[src/rtl/dspi_pkg.sv]
`timescale 1ns/1ps
package dspi_pkg;

  // width of every bit count and frame length in the block
  localparam int unsigned LEN_W = 8;

  typedef logic [LEN_W-1:0] len_t;

  // frame-length select encoding
  typedef enum logic [1:0] {
    FRM_D24         = 2'b00,
    FRM_D24_CRC     = 2'b01,
    FRM_D24_STS_CRC = 2'b10,
    FRM_D16_CRC     = 2'b11
  } frame_sel_e;

  // number of bits per frame for a given select
  function automatic len_t frame_bits(input logic [1:0] sel);
    len_t n;
    case (frame_sel_e'(sel))
      FRM_D24_CRC:     n = len_t'(32);
      FRM_D24_STS_CRC: n = len_t'(48);
      default:         n = len_t'(24);
    endcase
    return n;
  endfunction

endpackage

[src/rtl/dspi_sync.sv]
`timescale 1ns/1ps
module dspi_sync #(
  parameter int unsigned STAGES  = 2,
  parameter logic        RST_VAL = 1'b0
) (
  input  logic clk,
  input  logic rst_n,
  input  logic din,
  output logic dout
);

  logic [STAGES-1:0] chain;

  for (genvar s = 0; s < STAGES; s++) begin : g_stage
    if (s == 0) begin : g_first
      always_ff @(posedge clk or negedge rst_n) begin
        if (!rst_n) chain[s] <= RST_VAL;
        else        chain[s] <= din;
      end
    end else begin : g_next
      always_ff @(posedge clk or negedge rst_n) begin
        if (!rst_n) chain[s] <= RST_VAL;
        else        chain[s] <= chain[s-1];
      end
    end
  end

  assign dout = chain[STAGES-1];

endmodule

[src/rtl/dspi_rx_path.sv]
`timescale 1ns/1ps
module dspi_rx_path
  import dspi_pkg::*;
#(
  parameter int unsigned MAX_FRAME = 48
) (
  input  logic                 clk,
  input  logic                 rst_n,
  input  logic                 cs_fall,
  input  logic                 cs_rise,
  input  logic                 sclk_rise,
  input  logic                 active,
  input  logic                 sdi_s,
  input  len_t                 frame_len,
  output logic [MAX_FRAME-1:0] rx_sr,
  output logic [MAX_FRAME-1:0] cmd_word,
  output logic                 cmd_valid,
  output logic                 frame_err
);

  localparam len_t CNT_SAT = len_t'(MAX_FRAME);

  len_t bit_cnt;
  logic take_bit;
  logic frame_complete;

  // keep only the low `len` bits of a vector
  function automatic logic [MAX_FRAME-1:0] low_bits(input logic [MAX_FRAME-1:0] v,
                                                    input len_t len);
    logic [MAX_FRAME-1:0] m;
    for (int i = 0; i < MAX_FRAME; i++) m[i] = (len_t'(i) < len) ? v[i] : 1'b0;
    return m;
  endfunction

  assign take_bit       = active && sclk_rise;
  assign frame_complete = (bit_cnt >= frame_len);

  always_ff @(posedge clk or negedge rst_n) begin
    if (!rst_n) begin
      rx_sr     <= '0;
      bit_cnt   <= '0;
      cmd_word  <= '0;
      cmd_valid <= 1'b0;
      frame_err <= 1'b0;
    end else begin
      cmd_valid <= 1'b0;
      frame_err <= 1'b0;
      if (cs_fall) begin
        rx_sr   <= '0;
        bit_cnt <= '0;
      end else if (take_bit) begin
        rx_sr <= {rx_sr[MAX_FRAME-2:0], sdi_s};
        if (bit_cnt != CNT_SAT) bit_cnt <= bit_cnt + len_t'(1);
      end
      if (cs_rise) begin
        if (frame_complete) begin
          cmd_word  <= low_bits(rx_sr, frame_len);
          cmd_valid <= 1'b1;
        end else begin
          frame_err <= 1'b1;
        end
      end
    end
  end


  cmd_after_deselect_chk: assert property (@(posedge clk) disable iff (!rst_n)
    cmd_valid |-> ($past(cs_rise) && $past(frame_complete)));


  err_excludes_cmd_chk: assert property (@(posedge clk) disable iff (!rst_n)
    frame_err |-> (!cmd_valid && $past(!frame_complete)));


  cmd_hold_chk: assert property (@(posedge clk) disable iff (!rst_n)
    !cmd_valid |-> $stable(cmd_word));


  rx_idle_hold_chk: assert property (@(posedge clk) disable iff (!rst_n)
    (!active && !cs_fall) |=> $stable(rx_sr));

endmodule

[src/rtl/dspi_tx_path.sv]
`timescale 1ns/1ps
module dspi_tx_path
  import dspi_pkg::*;
#(
  parameter int unsigned MAX_FRAME = 48
) (
  input  logic                 clk,
  input  logic                 rst_n,
  input  logic                 cs_fall,
  input  logic                 sclk_fall,
  input  logic                 active,
  input  logic                 cont_read,
  input  len_t                 load_len,
  input  len_t                 frame_len,
  input  logic [MAX_FRAME-1:0] tx_frame,
  input  logic [MAX_FRAME-1:0] rx_sr,
  output logic                 sdo_q
);

  localparam len_t CNT_SAT = len_t'(MAX_FRAME);

  logic [MAX_FRAME-1:0] tx_hold;
  len_t                 fall_cnt;
  len_t                 fall_next;
  logic                 own_phase;
  logic                 shift_out;

  // select one bit of a vector by a run-time index
  function automatic logic pick(input logic [MAX_FRAME-1:0] v, input len_t idx);
    logic b;
    b = 1'b0;
    for (int i = 0; i < MAX_FRAME; i++) if (len_t'(i) == idx) b = v[i];
    return b;
  endfunction

  assign fall_next = (fall_cnt == CNT_SAT) ? fall_cnt : fall_cnt + len_t'(1);
  assign own_phase = (fall_next < frame_len);
  assign shift_out = active && sclk_fall;

  always_ff @(posedge clk or negedge rst_n) begin
    if (!rst_n) begin
      tx_hold  <= '0;
      fall_cnt <= '0;
      sdo_q    <= 1'b1;
    end else if (cs_fall) begin
      tx_hold  <= tx_frame;
      fall_cnt <= '0;
      sdo_q    <= pick(tx_frame, load_len - len_t'(1));
    end else if (shift_out) begin
      fall_cnt <= fall_next;
      if (own_phase)      sdo_q <= pick(tx_hold, frame_len - len_t'(1) - fall_next);
      else if (cont_read) sdo_q <= 1'b1;
      else                sdo_q <= pick(rx_sr, frame_len - len_t'(1));
    end
  end


  sdo_edge_only_chk: assert property (@(posedge clk) disable iff (!rst_n)
    !(cs_fall || shift_out) |=> $stable(sdo_q));

endmodule

[src/rtl/dspi_chain_target.sv]
`timescale 1ns/1ps
module dspi_chain_target
  import dspi_pkg::*;
#(
  parameter int unsigned MAX_FRAME   = 48,
  parameter int unsigned SYNC_STAGES = 2
) (
  input  logic                 clk,
  input  logic                 rst_n,
  input  logic                 cs_n,
  input  logic                 sclk,
  input  logic                 sdi,
  output logic                 sdo,
  output logic                 sdo_oe,
  input  logic [1:0]           cfg_frame_sel,
  input  logic                 cont_read_en,
  input  logic [MAX_FRAME-1:0] tx_frame,
  output logic [MAX_FRAME-1:0] cmd_word,
  output logic                 cmd_valid,
  output logic                 frame_err
);

  logic cs_s, sclk_s, sdi_s;
  logic cs_prev, sclk_prev;
  logic cs_fall, cs_rise, sclk_rise, sclk_fall;
  logic active_q;
  len_t len_now, len_q;
  logic [MAX_FRAME-1:0] rx_sr;

  dspi_sync #(.STAGES(SYNC_STAGES), .RST_VAL(1'b1)) u_sync_cs (
    .clk(clk), .rst_n(rst_n), .din(cs_n), .dout(cs_s));
  dspi_sync #(.STAGES(SYNC_STAGES), .RST_VAL(1'b0)) u_sync_sclk (
    .clk(clk), .rst_n(rst_n), .din(sclk), .dout(sclk_s));
  dspi_sync #(.STAGES(SYNC_STAGES), .RST_VAL(1'b1)) u_sync_sdi (
    .clk(clk), .rst_n(rst_n), .din(sdi), .dout(sdi_s));

  always_ff @(posedge clk or negedge rst_n) begin
    if (!rst_n) begin
      cs_prev   <= 1'b1;
      sclk_prev <= 1'b0;
    end else begin
      cs_prev   <= cs_s;
      sclk_prev <= sclk_s;
    end
  end

  assign cs_fall   = cs_prev & ~cs_s;
  assign cs_rise   = ~cs_prev & cs_s;
  assign sclk_rise = ~sclk_prev & sclk_s;
  assign sclk_fall = sclk_prev & ~sclk_s;
  assign len_now   = frame_bits(cfg_frame_sel);

  // frame state: selected flag and length frozen for the frame
  always_ff @(posedge clk or negedge rst_n) begin
    if (!rst_n) begin
      active_q <= 1'b0;
      len_q    <= len_t'(24);
    end else if (cs_fall) begin
      active_q <= 1'b1;
      len_q    <= len_now;
    end else if (cs_rise) begin
      active_q <= 1'b0;
    end
  end

  dspi_rx_path #(.MAX_FRAME(MAX_FRAME)) u_rx (
    .clk(clk), .rst_n(rst_n), .cs_fall(cs_fall), .cs_rise(cs_rise),
    .sclk_rise(sclk_rise), .active(active_q), .sdi_s(sdi_s), .frame_len(len_q),
    .rx_sr(rx_sr), .cmd_word(cmd_word), .cmd_valid(cmd_valid), .frame_err(frame_err));

  dspi_tx_path #(.MAX_FRAME(MAX_FRAME)) u_tx (
    .clk(clk), .rst_n(rst_n), .cs_fall(cs_fall), .sclk_fall(sclk_fall),
    .active(active_q), .cont_read(cont_read_en), .load_len(len_now), .frame_len(len_q),
    .tx_frame(tx_frame), .rx_sr(rx_sr), .sdo_q(sdo));

  assign sdo_oe = active_q;


  oe_on_select_chk: assert property (@(posedge clk) disable iff (!rst_n)
    cs_fall |=> sdo_oe);


  oe_off_deselect_chk: assert property (@(posedge clk) disable iff (!rst_n)
    cs_rise |=> !sdo_oe);

endmodule

[config.mk]
export PLATFORM = sky130hd
export DESIGN_NAME = dspi_chain_target
export DESIGN_NICKNAME = d
export VERILOG_FILES = /design/src/rtl/dspi_pkg.sv /design/src/rtl/dspi_sync.sv /design/src/rtl/dspi_rx_path.sv /design/src/rtl/dspi_tx_path.sv /design/src/rtl/dspi_chain_target.sv
export SDC_FILE = /design/constraint.sdc
export NUM_CORES = 1
export LEC_CHECK = 0
export BUFFER_PORTS_ARGS = -buffer_cell sky130_fd_sc_hd__buf_2
export CORE_MARGIN = 2
export CORE_UTILIZATION = 45
export CTS_BUF_LIST = sky130_fd_sc_hd__clkbuf_8
export CTS_CLUSTER_DIAMETER = 30
export DETAILED_ROUTE_END_ITERATION = 8
export PLACE_DENSITY = 0.72
export SETUP_SLACK_MARGIN = 0.02
export SLEW_MARGIN = 10
export SYNTH_ARGS = -nofsm -noshare
export SYNTH_HDL_FRONTEND = slang
export SYNTH_HIERARCHICAL = 1
export SYNTH_SLANG_ARGS = --single-unit
[constraint.sdc]
create_clock -name clk -period 11.5 [get_ports clk]
set_input_delay 2.3 -clock clk [delete_from_list [all_inputs] [get_ports clk]]
set_output_delay 2.3 -clock clk [all_outputs]
set_load 0.05 [all_outputs]
==> results by group <==
Synthesis
  • Cell count after synthesis: 1227
  • Sequential cell area fraction in the yosys report: 39.5%
  • Total of flip-flops plus latches after synthesis: about 180
  • Dominant cells by area after synthesis: dfrtp_1, mux2_2, nand2_1
  • Yosys warning total: 6
  • Cell area after synthesis: ~0.011 sq mm
  • Most used DFF post-synth: dfrtp_1
  • Top cells by count, synth: dfrtp_1, nand2_1, a21oi_1
  • Number of library cell types mapped by synthesis: 84
  • Post-synth top area share: between 30% and 40%
  • Cell taking the most area after synthesis: dfrtp_1
  • Fraction of registers with async set/reset: 100%
  • Mean instance size in the synthesized netlist: just over 9 sq um
  • Number of synthesized flops with an enable pin: 0

Detailed routing
  • WL met3: 1830 um
  • Post-detailed-routing wire length: a little under 30000 um
  • Residual antenna-violating net count after detailed routing: 0
  • Highest metal used: met4
  • Via count of the routed design: 9654
  • Number of remaining DRC errors: 0
  • Met1 wire length: ~13000 um
  • Number of detailed-routing iterations run before antenna repair: 5
  • Detailed route wirelength on metal2: around 14000 um
  • Avg WL per Cell: approximately 17 um
  • Vias per cell: 5.72
  • Violation count after the first detailed-routing iteration: 968

Clock tree
  • TritonCTS clock tree: done
  • Clock sink total: 175
  • Clock insertion delay at the later pin of the skew report: about 0.48 ns
  • Setup Fix Bufs, Post-CTS: 0
  • Maximum clock insertion buffer count: 2
  • Maximum level of the CTS H-tree: 4
  • CTS root buffer: clkbuf_8
  • Cells resized by post-CTS repair: 0
  • Num CTS Buffers: 17
  • Number of hold-repair buffers added at the cts stage: 0
  • Clock-pin transition on the worst setup and hold timing paths: ~0.10 ns

Power
  • Int Pwr: 976 uW
  • Static power due to leakage: ~5.6 nW
  • Power per cell area: between 100 and 150 mW/mm^2
  • Clock share of power: roughly 30%
  • Maximum VDD drop: approximately 0.086 mV
  • Switch share: 36.8%
  • Net switching power of the design: about 570 uW
  • Proportion of power drawn by flip-flops and latches: between 40% and 50%
  • Logic gate share of total power: 25.2%

Timing
  • Final Hold Viols: 0
  • Max-slew headroom at the worst pin: a little under a third
  • Fmax: around 210 MHz
  • Final period demand of the worst path: just under 5 ns
  • Unrepaired setup endpoints after global routing: no
  • Setup TNS: 0 ns
  • Final setup vio count: 0
  • Number of max-slew violations in the final report: 0
  • Post-route fraction of the period consumed by the critical path: between 40% and 50%
  • Worst-Margin Slew: between 1 and 1.5 ns
  • Worst clock skew: approximately 0.022 ns

Placement
  • Placer congestion estimate: 0.939
  • Post-DP HPWL: about 21000 um
  • Number of port buffers: between 100 and 150

Critical path
  • Worst-path cell with the longest stage delay: ha_1
  • Cell depth of the worst flop-to-flop path: 15
  • Kind of start point of the critical path: flop
  • Worst flop-to-flop path startpoint: u_tx/fall_cnt[0]$_DFFE_PN0P_
  • Maximum cell stage delay along the critical path: just over 0.8 ns
  • Endpoint arrival time on the critical path: between 5 and 6 ns
  • Ordered list of cells on the worst path: inv_1, ha_1, or4b_2, nor3_1, xnor2_1, ha_1, inv_1, a2111oi_0, o32ai_1, a32oi_1, o21ai_0, a2111oi_0, o22a_1, o21a_1, o31ai_1
  • Crit Reg-Reg Endpoint: u_tx/sdo_q$_DFFE_PN1P_
  • Slack of the worst reg-to-reg path: 6.67 ns
  • Crit-path max FO: 25
  • Data required, critical path: roughly 12 ns
  • Worst setup EP type: flop
  • Start-to-end type of the worst setup path: flop to flop

Global route
  • Via count of the first global-routing pass: about 9000
  • Largest net degree at the start of global routing: 100
  • GRT Util Overall: a little under a quarter
  • Global route total overflow: 0
  • Initial antenna violation count: 0
  • Global-route wire length before repair: 48100 um

Finish
  • Multi-input combinational cell area: 0.00638 sq mm
  • Final net count: 1445
  • Number of filler cells placed in the layout: ~2300
  • Diode insertion count for antenna repair: 0
  • Ratio of cells with drive above 1 in the final layout: 19.6%
  • Area taken by flip-flops and latches: 0.00439 sq mm
  • Utilization after layout: 51.3%
  • Synthesis-to-layout area growth: 12.1%

Floorplanning
  • Vert. Die Dim: around 160 um
  • Die boundary width: 161 um
  • Standard-cell rows: 57
  • Core Footprint: roughly 0.024 sq mm
  • Boundary Pins: 108
  • Initial core utilization: between 40% and 50%
  • Die area: 0.0260 sq mm

Run status
  • Outcome: finished, final reports clean

Hold path
  • Terminating pin of the worst hold path: u_sync_sclk/dout$_DFF_PN0_
  • Hold Startpoint: u_sync_sclk/chain[0]$_DFF_PN0_
  • Hold Crit Depth: 0
  • Hold Crit Class: flop to flop

Job
  • MaxCap Viol Count: 0
worst max path at each step:
stage	from	to	cells past startpoint
after CTS	u_tx/fall_cnt[0]$_DFFE_PN0P_	u_tx/sdo_q$_DFFE_PN1P_	15
after global routing	u_tx/fall_cnt[0]$_DFFE_PN0P_	u_tx/sdo_q$_DFFE_PN1P_	15
after detailed placement	cfg_frame_sel[0]	u_tx/sdo_q$_DFFE_PN1P_	10
after floorplan	cfg_frame_sel[1]	u_tx/sdo_q$_DFFE_PN1P_	11
after global placement	cfg_frame_sel[0]	u_tx/sdo_q$_DFFE_PN1P_	10
final	u_tx/fall_cnt[0]$_DFFE_PN0P_	u_tx/sdo_q$_DFFE_PN1P_	15
cell families (layout without fill, tap and decap cells):
family,Yosys count,count (layout),share of synthesized area [%]
and+or+nand+nor,403,403,18.1
AOI/OAI and AO/OA,316,316,17.9
DFF,175,175,39.5
buffers and inverters,145,216,5.58
muxes,122,122,12.4
adders and majority gates,37,37,4.23
xor gates and xnor gates,28,28,2.27
other,1,68,0.0337
layout by cell type, fill, tap and decap left out, drive strengths merged, types with 26 or more instances in the layout:
cell type | synthesis | final
inv | 67 | 78
mux2i | 34 | 34
conb | 1 | 68
ha | 36 | 36
mux2 | 84 | 84
nand2 | 167 | 167
o21ai | 68 | 68
dfrtp | 167 | 167
nand3 | 28 | 28
nor2 | 55 | 55
a21oi | 111 | 111
nand2b | 26 | 26
buf | 18 | 116
power groups by stage:
stage,Sequential [mW],Clock [mW],Combinational [mW]
floorplan,0.711,0,0.265
global placement,0.703,0,0.363
detailed placement,0.704,0,0.369
CTS,0.692,0.477,0.370
global route,0.698,0.498,0.427
finish,0.693,0.462,0.389
critical path, delay by kind of cell (launching register included):
family / cells / cell delay, ns
flops: 1 / 0.46
simple gates: 2 / 0.92
buf+inv: 2 / 0.39
xor+xnor: 1 / 0.24
compound gates: 8 / 1.79
fa+ha+maj: 2 / 0.95
per-stage QoR:
step / area (sq um) / power (mW) / hold slack [ns] / worst slack [ns] / std cells
after floorplan: 11400 / 0.976 / 0.331 / 6.95 / 1294
after global placement: 12000 / 1.07 / 0.336 / 6.37 / 1657
after detailed placement: 12000 / 1.07 / 0.337 / 6.30 / 1657
after CTS: 12500 / 1.54 / 0.361 / 6.75 / 1689
after global routing: 12500 / 1.62 / 0.371 / 6.17 / 1689
final: 12500 / 1.54 / 0.359 / 6.67 / 1689
flip-flops by register name, indices dropped and copies added (netlist names), 3 cells and up:
register / flops
len_q: 3
u_rx/bit_cnt: 8
u_rx/cmd_word: 48
u_rx/rx_sr: 48
u_tx/fall_cnt: 8
u_tx/tx_hold: 48
metal layers:
| metal | global-route usage (%) | vias up |
|---|---|---|
| li1 | - | 4561 |
| met2 | 37.0 | 346 |
| met3 | 3.75 | 39 |
| met4 | 7.22 | 0 |
| met1 | 31.8 | 4708 |
| met5 | 0 | - |
area by class of cell:
cell class / count / area share [%]
clock buffers: 17 / 1.88
clock inverters: 15 / 1.60
inverters: 68 / 2.05
multi-input cells: 974 / 51.2
flip-flops and latches: 175 / 35.2
well taps: 324 / 3.25
repair buffers: 116 / 4.89
Power figures use the tool's default switching activity.
